===== config.mk =====
export PLATFORM = sky130hd
export DESIGN_NAME = link_autoneg
export DESIGN_NICKNAME = d
export VERILOG_FILES = /design/src/rtl/autoneg_pkg.sv /design/src/rtl/an_burst_tx.sv /design/src/rtl/an_burst_rx.sv /design/src/rtl/an_match.sv /design/src/rtl/an_resolve.sv /design/src/rtl/link_autoneg.sv
export SDC_FILE = /design/constraint.sdc
export NUM_CORES = 1
export LEC_CHECK = 0
export BUFFER_PORTS_ARGS = -buffer_cell sky130_fd_sc_hd__buf_2
export CAP_MARGIN = 20
export CORE_ASPECT_RATIO = 1.4
export CORE_MARGIN = 2
export CORE_UTILIZATION = 59
export CTS_CLUSTER_SIZE = 30
export DETAILED_ROUTE_END_ITERATION = 6
export GPL_TIMING_DRIVEN = 0
export HOLD_SLACK_MARGIN = 0.08
export PLACE_DENSITY = 0.75
export SLEW_MARGIN = 30
export SYNTH_ARGS = -nofsm -noshare
export SYNTH_HDL_FRONTEND = slang
export SYNTH_SLANG_ARGS = --single-unit

===== constraint.sdc =====
create_clock -name clk -period 2 [get_ports clk]
set_input_delay 0.3 -clock clk [delete_from_list [all_inputs] [get_ports clk]]
set_output_delay 0.3 -clock clk [all_outputs]
set_load 0.005 [all_outputs]

===== src/rtl/autoneg_pkg.sv =====
package autoneg_pkg;
  localparam int CW_BITS  = 16;
  localparam int CW_SLOTS = 2 * CW_BITS + 1;
  localparam int MODE_LSB = 5;
  localparam int MODE_N   = 4;

  typedef enum logic [2:0] {
    AN_IDLE,
    AN_FORCED,
    AN_NEGOT,
    AN_DONE,
    AN_FAIL
  } an_state_e;

  typedef struct packed {
    logic       ok;
    logic [1:0] rank;
  } an_pick_t;

  // common[3]=100 full, [2]=100 half, [1]=10 full, [0]=10 half
  function automatic an_pick_t pick_mode(input logic [MODE_N-1:0] common);
    an_pick_t p;
    p = '0;
    for (int i = 0; i < MODE_N; i++) begin
      if (common[i]) begin
        p.ok   = 1'b1;
        p.rank = 2'(i);
      end
    end
    return p;
  endfunction
endpackage


===== src/rtl/an_burst_tx.sv =====
module an_burst_tx
  import autoneg_pkg::*;
#(
  parameter int SLOT_CYC    = 4,
  parameter int BURST_SLOTS = 40
) (
  input  logic               clk,
  input  logic               rst_n,
  input  logic               en_i,
  input  logic [CW_BITS-1:0] word_i,
  output logic               pulse_o
);
  localparam int SUB_W  = (SLOT_CYC > 1) ? $clog2(SLOT_CYC) : 1;
  localparam int SLOT_W = $clog2(BURST_SLOTS + 1);

  logic [SUB_W-1:0]   sub_q;
  logic [SLOT_W-1:0]  slot_q;
  logic [CW_BITS-1:0] word_q;
  logic               pulse_q;
  logic [3:0]         bit_idx;
  logic               in_burst;
  logic               slot_fire;

  assign bit_idx   = slot_q[4:1];
  assign in_burst  = (slot_q < SLOT_W'(CW_SLOTS));
  assign slot_fire = (sub_q == '0) && in_burst &&
                     (!slot_q[0] || word_q[bit_idx]);

  always_ff @(posedge clk) begin
    if (!rst_n || !en_i) begin
      sub_q   <= '0;
      slot_q  <= '0;
      pulse_q <= 1'b0;
      word_q  <= '0;
    end else begin
      pulse_q <= slot_fire;
      if (sub_q == '0 && slot_q == '0) word_q <= word_i;
      if (sub_q == SUB_W'(SLOT_CYC - 1)) begin
        sub_q  <= '0;
        slot_q <= (slot_q == SLOT_W'(BURST_SLOTS - 1)) ? '0 : slot_q + 1'b1;
      end else begin
        sub_q <= sub_q + 1'b1;
      end
    end
  end

  assign pulse_o = pulse_q;

  // a disabled transmitter emits no pulse on the following cycle
  a_r2_silent_when_off: assert property (@(posedge clk) disable iff (!rst_n)
    !en_i |=> !pulse_o);
  // pulses are at least one slot apart when slots are wider than a cycle
  a_r3_pulse_isolated: assert property (@(posedge clk) disable iff (!rst_n)
    (pulse_o && SLOT_CYC > 1) |=> !pulse_o);
endmodule


===== src/rtl/an_burst_rx.sv =====
module an_burst_rx
  import autoneg_pkg::*;
#(
  parameter int SLOT_CYC   = 4,
  parameter int RX_TIMEOUT = 12
) (
  input  logic               clk,
  input  logic               rst_n,
  input  logic               en_i,
  input  logic               pulse_i,
  output logic               vld_o,
  output logic [CW_BITS-1:0] word_o
);
  localparam int DATA_LIM = SLOT_CYC + SLOT_CYC / 2;
  localparam int CNT_W    = $clog2(RX_TIMEOUT + 1);

  logic               active_q;
  logic [CNT_W-1:0]   cnt_q;
  logic [4:0]         bits_q;
  logic               got1_q;
  logic [CW_BITS-1:0] sh_q;
  logic               vld_q;
  logic               is_data;
  logic               expired;

  assign is_data = (cnt_q < CNT_W'(DATA_LIM));
  assign expired = (cnt_q >= CNT_W'(RX_TIMEOUT));

  always_ff @(posedge clk) begin
    if (!rst_n || !en_i) begin
      active_q <= 1'b0;
      cnt_q    <= '0;
      bits_q   <= '0;
      got1_q   <= 1'b0;
      sh_q     <= '0;
      vld_q    <= 1'b0;
    end else begin
      vld_q <= 1'b0;
      if (!active_q) begin
        if (pulse_i) begin
          active_q <= 1'b1;
          cnt_q    <= CNT_W'(1);
          bits_q   <= '0;
          got1_q   <= 1'b0;
        end
      end else if (pulse_i) begin
        if (is_data) begin
          got1_q <= 1'b1;
          cnt_q  <= cnt_q + 1'b1;
        end else begin
          sh_q   <= {got1_q, sh_q[CW_BITS-1:1]};
          got1_q <= 1'b0;
          cnt_q  <= CNT_W'(1);
          bits_q <= bits_q + 1'b1;
          if (bits_q == 5'(CW_BITS - 1)) begin
            vld_q    <= 1'b1;
            active_q <= 1'b0;
          end
        end
      end else if (expired) begin
        active_q <= 1'b0;
      end else begin
        cnt_q <= cnt_q + 1'b1;
      end
    end
  end

  assign vld_o  = vld_q;
  assign word_o = sh_q;

  // a silent window past the timeout drops the word being collected
  a_r8_timeout_drop: assert property (@(posedge clk) disable iff (!rst_n)
    (en_i && active_q && !pulse_i && expired) |=> (!active_q && !vld_o));
  // a word is reported only as the receiver goes idle
  a_r3_word_end: assert property (@(posedge clk) disable iff (!rst_n)
    vld_o |-> !active_q);
endmodule


===== src/rtl/an_match.sv =====
module an_match
  import autoneg_pkg::*;
#(
  parameter int REPEAT_N = 3
) (
  input  logic               clk,
  input  logic               rst_n,
  input  logic               en_i,
  input  logic               vld_i,
  input  logic [CW_BITS-1:0] word_i,
  output logic               acc_o,
  output logic [CW_BITS-1:0] word_o
);
  localparam int RUN_W = $clog2(REPEAT_N + 1);

  logic [CW_BITS-1:0] last_q;
  logic [RUN_W-1:0]   run_q;
  logic               acc_q;
  logic               same;

  assign same = (word_i == last_q) && (run_q != '0);

  always_ff @(posedge clk) begin
    if (!rst_n || !en_i) begin
      last_q <= '0;
      run_q  <= '0;
      acc_q  <= 1'b0;
    end else begin
      acc_q <= 1'b0;
      if (vld_i) begin
        if (same) begin
          if (run_q != RUN_W'(REPEAT_N)) run_q <= run_q + 1'b1;
          acc_q <= (run_q == RUN_W'(REPEAT_N - 1));
        end else begin
          last_q <= word_i;
          run_q  <= RUN_W'(1);
        end
      end
    end
  end

  assign acc_o  = acc_q;
  assign word_o = last_q;

  // acceptance only directly follows a received word
  a_r7_accept_follows_word: assert property (@(posedge clk) disable iff (!rst_n)
    acc_o |-> $past(vld_i));
  // acceptance is a single strobe per run
  a_r7_accept_single: assert property (@(posedge clk) disable iff (!rst_n)
    acc_o |=> !acc_o);
endmodule


===== src/rtl/an_resolve.sv =====
module an_resolve
  import autoneg_pkg::*;
(
  input  logic [CW_BITS-1:0] local_i,
  input  logic [CW_BITS-1:0] partner_i,
  output logic [MODE_N-1:0]  common_o,
  output logic               ok_o,
  output logic               speed_o,
  output logic               duplex_o
);
  an_pick_t pick;

  always_comb begin
    common_o = local_i[MODE_LSB +: MODE_N] & partner_i[MODE_LSB +: MODE_N];
    pick     = pick_mode(common_o);
    ok_o     = pick.ok;
    speed_o  = pick.rank[1];
    duplex_o = pick.rank[0];
  end

  // a pick exists exactly when some mode is shared
  always_comb begin
    a_r9_ok_iff_common: assert (ok_o == (common_o != '0));
  end
endmodule


===== src/rtl/link_autoneg.sv =====
module link_autoneg
  import autoneg_pkg::*;
#(
  parameter int SLOT_CYC    = 4,
  parameter int BURST_SLOTS = 40,
  parameter int RX_TIMEOUT  = 12,
  parameter int REPEAT_N    = 3
) (
  input  logic        clk,
  input  logic        rst_n,
  input  logic [15:0] adv_word,
  input  logic [2:0]  ctrl_cfg,
  input  logic        rx_pulse,
  output logic        tx_pulse,
  output logic        link_speed,
  output logic        link_duplex,
  output logic        an_done,
  output logic        an_fail
);
  an_state_e st_q, nxt;

  logic               en;
  logic               tx_en;
  logic               rx_en;
  logic               rx_vld;
  logic [CW_BITS-1:0] rx_word;
  logic               acc;
  logic [CW_BITS-1:0] lp_word;
  logic [MODE_N-1:0]  common;
  logic               pick_ok;
  logic               pick_spd;
  logic               pick_dup;
  logic [MODE_N-1:0]  common_q;
  logic               spd_q, dup_q, done_q, fail_q;

  assign en    = ctrl_cfg[2];
  assign tx_en = (st_q == AN_NEGOT) || (st_q == AN_DONE) || (st_q == AN_FAIL);
  assign rx_en = (st_q == AN_NEGOT);

  an_burst_tx #(.SLOT_CYC(SLOT_CYC), .BURST_SLOTS(BURST_SLOTS)) u_tx (
    .clk(clk), .rst_n(rst_n), .en_i(tx_en), .word_i(adv_word), .pulse_o(tx_pulse)
  );

  an_burst_rx #(.SLOT_CYC(SLOT_CYC), .RX_TIMEOUT(RX_TIMEOUT)) u_rx (
    .clk(clk), .rst_n(rst_n), .en_i(rx_en), .pulse_i(rx_pulse),
    .vld_o(rx_vld), .word_o(rx_word)
  );

  an_match #(.REPEAT_N(REPEAT_N)) u_match (
    .clk(clk), .rst_n(rst_n), .en_i(rx_en), .vld_i(rx_vld), .word_i(rx_word),
    .acc_o(acc), .word_o(lp_word)
  );

  an_resolve u_res (
    .local_i(adv_word), .partner_i(lp_word), .common_o(common),
    .ok_o(pick_ok), .speed_o(pick_spd), .duplex_o(pick_dup)
  );

  always_comb begin
    nxt = st_q;
    unique case (st_q)
      AN_IDLE, AN_FORCED: nxt = en ? AN_NEGOT : AN_FORCED;
      AN_NEGOT: begin
        if (!en)      nxt = AN_FORCED;
        else if (acc) nxt = pick_ok ? AN_DONE : AN_FAIL;
      end
      default: nxt = en ? st_q : AN_FORCED;
    endcase
  end

  always_ff @(posedge clk) begin
    if (!rst_n) begin
      st_q     <= AN_IDLE;
      spd_q    <= 1'b0;
      dup_q    <= 1'b0;
      done_q   <= 1'b0;
      fail_q   <= 1'b0;
      common_q <= '0;
    end else begin
      st_q <= nxt;
      unique case (nxt)
        AN_FORCED: begin
          spd_q  <= ctrl_cfg[1];
          dup_q  <= ctrl_cfg[0];
          done_q <= 1'b1;
          fail_q <= 1'b0;
        end
        AN_NEGOT: begin
          spd_q  <= 1'b0;
          dup_q  <= 1'b0;
          done_q <= 1'b0;
          fail_q <= 1'b0;
        end
        AN_DONE: begin
          if (st_q == AN_NEGOT) begin
            spd_q    <= pick_spd;
            dup_q    <= pick_dup;
            done_q   <= 1'b1;
            common_q <= common;
          end
        end
        AN_FAIL: begin
          if (st_q == AN_NEGOT) fail_q <= 1'b1;
        end
        default: ;
      endcase
    end
  end

  assign link_speed  = spd_q;
  assign link_duplex = dup_q;
  assign an_done     = done_q;
  assign an_fail     = fail_q;

  // done and fail never show together
  a_r9_done_fail_excl: assert property (@(posedge clk) disable iff (!rst_n)
    !(an_done && an_fail));
  // a negotiated result holds while negotiation stays enabled
  a_r10_hold: assert property (@(posedge clk) disable iff (!rst_n)
    (st_q == AN_DONE && en) |=> (an_done && $stable(link_speed) && $stable(link_duplex)));
  // the reported mode is shared and no better mode was shared
  a_r6_best_common: assert property (@(posedge clk) disable iff (!rst_n)
    (st_q == AN_DONE) |-> ((common_q >> {link_speed, link_duplex}) == 4'b0001));
  // forced mode reports done and stays off the line
  a_r2_forced_quiet: assert property (@(posedge clk) disable iff (!rst_n)
    (st_q == AN_FORCED && $past(st_q == AN_FORCED)) |-> (an_done && !an_fail && !tx_pulse));
endmodule


* Yosys cells after proc, flatten, opt, wreduce, memory -nomap -nowiden
Index checks and enable logic that the tools add are counted.
Storage, ports and cells: logic and storage cells 126, bits of input ports 22, output and inout bits 5, bits in registers 79
Operators by class: mux-type cells 42, order comparisons 4, reductions and logical operators 32, bitwise gates (word level) 6, add/subtract/negate cells 5, equal/unequal tests 19
Operators by type and width (count):
- $mux 3 | 8
- $mux 4 | 5
- $mux 5 | 4
- $eq 16x16->1 | 1
- $mux 1 | 15
- $eq 3x2->1 const B | 4
- $reduce_and 2->1 | 6
- $pmux 1 s3 | 3
- $ne 2x2->1 const B | 4
- $add 6x1->6 const B | 1
- $eq 3x1->1 const B | 2
- $eq 3x3->1 const B | 2
- $eq 6x6->1 const B | 1
- $logic_not 6->1 | 1
- $lt 6x6->1 const B | 1
- $mux 2 | 3
- $mux 6 | 1
- $pmux 3 s2 | 1
- $reduce_bool 2->1 | 3
- $reduce_or 2->1 | 3
- $add 5x1->5 const B | 1
- $eq 5x4->1 const B | 1
- $logic_or 1x1->1 | 5
- $lt 4x5->1 const B | 1
- other kinds (18) | 31

* Depth between registers and ports, before layout
word-level depth 13, mapped depth 8

* Hierarchy
A second synthesis with hierarchy kept.
Unflattened totals: cell total of the unflattened synthesis 410, area total of the unflattened synthesis 3778.6 µm²
Modules (own cells, without submodules):
- an_burst_tx | instances 1, area each 1194.9 µm², cells each 112
- an_burst_rx | instances 1, area each 1142.3 µm², cells each 136
- an_match | instances 1, area each 972.2 µm², cells each 108
- link_autoneg | instances 1, area each 417.9 µm², cells each 43
- an_resolve | instances 1, area each 51.3 µm², cells each 11

* Least setup slack after synthesis
No wires, ideal clock.
path type register to register, start point reg u_tx.slot_q[1], end point reg u_tx.pulse_q, in the netlist u_tx.pulse_o, data arrival time 1.623 ns, path buffers 1, clock period less this slack 1.739 ns, library setup time 0.116 ns, stages on the path, launching flop included 5, data required time 1.884 ns, path slack 0.261 ns, cell sequence dfxtp_1 > buf_6 > mux4_1 > mux4_2 > o211a_1
On the way: cells in the longest elaborated chain, start to end 4
Ends and longest elaborated chain:
- start: declaration | line an_burst_tx.sv:17 | logic [SLOT_W-1:0] slot_q;
- start signal: assignment | line an_burst_tx.sv:40 | slot_q <= (slot_q == SLOT_W'(BURST_SLOTS - 1)) ? '0 : slot_q + 1'b1;
- $bmux 1 s4 | line an_burst_tx.sv:27 | (!slot_q[0] || word_q[bit_idx]);
- $mux 1 (not written as such) | line an_burst_tx.sv:27
- $logic_or 1x1->1 | line an_burst_tx.sv:27
- $logic_and 1x1->1 (*) | line an_burst_tx.sv:26 | assign slot_fire = (sub_q == '0) && in_burst &&
- end signal: assignment | line an_burst_tx.sv:36 | pulse_q <= slot_fire;
- end: declaration | line an_burst_tx.sv:19 | logic pulse_q;
Mark *: on every way between the ends. The rest lies on a longest branch, timed or not. The select of a mux whose other input is x is not followed. A chain may end at the register's enable or synchronous reset.

* Worst setup path in the final report
start point reg u_match.last_q[7], in the netlist u_match.word_o[7], end point reg u_match.last_q[11], in the netlist u_match.word_o[11]
On the way: cells in the longest elaborated chain, start to end 4
Ends and longest elaborated chain:
- start: declaration | line an_match.sv:16 | logic [CW_BITS-1:0] last_q;
- start signal: assignment | line an_match.sv:35 | last_q <= word_i;
- $eq 16x16->1 | line an_match.sv:21 | assign same = (word_i == last_q) && (run_q != '0);
- $logic_and 1x1->1 | line an_match.sv:21
- $not 1->1 (no source line)
- $reduce_and 2->1 (no source line)
No other way between the ends.

==> impl_metrics.yaml <==
global_routing:
  grt_antenna_before_repair: 0
  grt_pass1_vias: 2844
  grt_max_degree: 14
  grt_pass1_wl_microns: 12700
  grt_use_total_pct: 23.2
  grt-ovfl-total: 0
pwr:
  power_density_nw_per_um2: 776
  p_leak_nw: 1.69
  vdd_ir_drop_max_mv: 0.692
synthesis:
  ys_seq_area_share_pct: 43.4
  synth_ff_type: "dfxtp_1"
  syn_area_sq_um: 3640
  synth-edff-count: 0
  avgSynthCellArea_sq_um: 8.92
  async_flop_share_pct: 0
  yosysWarnings: 0
  synth_nets: 441
  synth_cells: 408
  ys_seq_elements: 79
  synth.distinct_cells: 48
drt:
  antenna_left: 0
  wl_per_cell_microns: 14.3
  vias_per_cell: 5.57
  drt_iter0_markers: 128
  vias: 2884
  drc: 0
  wl_microns: 7400
  drt_first_pass_iters: 4
critical_path:
  cp_max_fo: 10
  critPathKind: "flop to flop"
  worstSetupStartpointType: "flop"
  critPathCaptureType: "flop"
  worstPathRequired_ns: 2.23
  arrival_ns: 2.12
layout:
  postLayoutCellArea_sq_um: 4120
  nFillCells: 463
  drive_above_1_share_pct: 12.5
  area_growth_syn_to_layout_pct: 13.1
  nets: 476
  antenna-diode-count: 0
sta:
  rsz0062_at_grt: "false"
  skew_ns: 0.0128
  min_period_ns: 1.89
  period_share_pct: 94.6
  worstMarginPinSlew_ns: 0.590
  hold_violations: 0
  max_slew_margin_pct: 60.7
  setup_tns_ns: 0
  drv_slew: 0
  setup_viol: 0
  fmax_mhz: 528
placed_design:
  port_buffers: 24
  gp_congestion: 0.872
  hpwl_microns: 5280
  dpl-instance-area_sq_um: 3850
clock_tree:
  clkTransAtPathRegs_ns: 0.08
  htree_levels: 3
  postCtsSetupBuffers: 0
  holdBufCountCts: 0
  cts_buffers: 9
  cts_tree: "done"
  clk_latency_ns: 0.34
  cts_sinks: 79
  cts_buffer_depth: 2
  clockRootBuffer: "clkbuf_8"
floorplanning:
  fp.coreArea_sq_um: 5900
  fp.dieW_microns: 70.4
  fp.dieH_microns: 97.0
  pin_count: 27
  num_rows: 33
  die_area_sq_um: 6820
  start_util_pct: 61.7
status:
  status: "finished clean"
worst_hold_path:
  hp-class: "primary input to flop"
flow_run:
  max_cap_viol_count: 0
cell usage after synthesis, types with 4 or more instances:
library cell | n | area share (%)
nor2_1 | 44 | 4.5
o21a_1 | 5 | 1.0
xnor2_1 | 6 | 1.4
clkbuf_1 | 14 | 1.4
ha_1 | 11 | 3.8
mux2i_1 | 34 | 9.3
nand2_1 | 70 | 7.2
a22oi_1 | 4 | 0.82
nor3_1 | 5 | 0.69
nor3b_1 | 4 | 0.82
inv_1 | 13 | 1.3
o21ai_0 | 10 | 1.4
dfxtp_1 | 79 | 43
buf_2 | 6 | 0.82
nor4_1 | 4 | 0.69
nand2b_1 | 4 | 0.69
xor2_1 | 16 | 3.8
a21oi_1 | 30 | 4.1
state kept, by name, summed over array words and instances, names as in the netlist:
| signal | flops |
|---|---|
| an_fail | 1 |
| u_rx.bits_q | 5 |
| u_rx.vld_o | 1 |
| u_match.acc_o | 1 |
| u_match.word_o | 16 |
| u_rx.word_o | 16 |
| u_tx.sub_q | 2 |
| u_rx.cnt_q | 4 |
| link_speed | 1 |
| u_rx.got1_q | 1 |
| u_tx.word_q | 16 |
| an_done | 1 |
| link_duplex | 1 |
| u_tx.pulse_o | 1 |
| u_tx.slot_q | 6 |
| st_q | 3 |
| u_rx.active_q | 1 |
| u_match.run_q | 2 |
path summary, 6_finish.rpt:
check                    start                 end  slack, ns  depth (start not counted)
min                adv_word[3]      u_tx.word_q[3]       0.19                          3
min reg2reg     u_rx.bits_q[3]      u_rx.bits_q[3]       0.45                          1
max reg2reg  u_match.word_o[7]  u_match.word_o[11]       0.11                          7
max          u_match.word_o[7]  u_match.word_o[11]       0.11                          7
worst max-delay path, cell delays in order, from the launching register on:
cell     delay [ns]
dfxtp_1        0.35
xnor2_1        0.21
nand4_1        0.18
or3_1          0.35
buf_2          0.17
o21a_1         0.23
buf_6          0.17
mux2i_1        0.12
metrics by stage:
stage                     hold slack (ns)  setup slack (ns)  power, mW  utilization (%)  std cells
final                               0.192             0.107       3.20             69.7        518
after global routing                0.199           0.00563       3.30             69.7        518
after CTS                           0.182            0.0393       3.22             69.5        518
after detailed placement            0.442            0.0745       1.77             65.2        502
after global placement              0.433             0.133       1.77             65.2        502
after floorplan                     0.414             0.261       1.72                -        408
repair_timing:
| action | in CTS | in global routing |
|---|---|---|
| gates resized for setup | 0 | 2 |
| endpoints found under the setup margin | 0 | 42 |
| hold endpoints to repair | 0 | 0 |
per-layer routing:
| layer | GRT usage, % | wire, microns |
|---|---|---|
| met5 | 0 | 0 |
| met1 | 26.3 | 3140 |
| met4 | 9.62 | 116 |
| met3 | 4.38 | 200 |
| met2 | 41.6 | 3940 |
cell families (layout without fill, tap and decap cells):
family          count (synthesis)  in the layout  synth area share, %
flops                          79             79                 43.4
simple gates                  151            151                 18.3
compound gates                 69             69                 11.9
mux                            39             39                 12.7
buf+inv                        37             77                 4.54
fa+ha+maj                      11             11                 3.78
xor+xnor                       22             22                 5.29
power by group:
| group | internal, mW | switching [mW] |
|---|---|---|
| sequential | 1.59 | 0.0126 |
| combinational | 0.0605 | 0.0756 |
| clock | 0.898 | 0.560 |
cell usage in the layout (no fill, tap or decap), types with 4 or more instances in the layout:
master     n
ha_1      11
a22oi_1    4
dfxtp_1   79
o21a_1     5
nor2_1    44
clkbuf_8  11
nor3_1     5
clkbuf_1  14
nand2b_1   4
xnor2_1    5
nor4_1     4
inv_1     13
o21ai_0   10
a21oi_1   30
mux2i_1   34
buf_2     30
xor2_1    16
nand2_1   70
cell type report:
cell class	count	area (sq um)	share of cell area [%]
inverter	13	48.8	1.19
timing repair buffer	24	120	2.92
clock buffer	11	151	3.68
sequential	79	1580	38.4
buffer	24	116	2.83
tap	70	87.6	2.13
multi-input combinational	292	1910	46.3
clock inverter	5	104	2.52
Power figures use the tool's default switching activity.
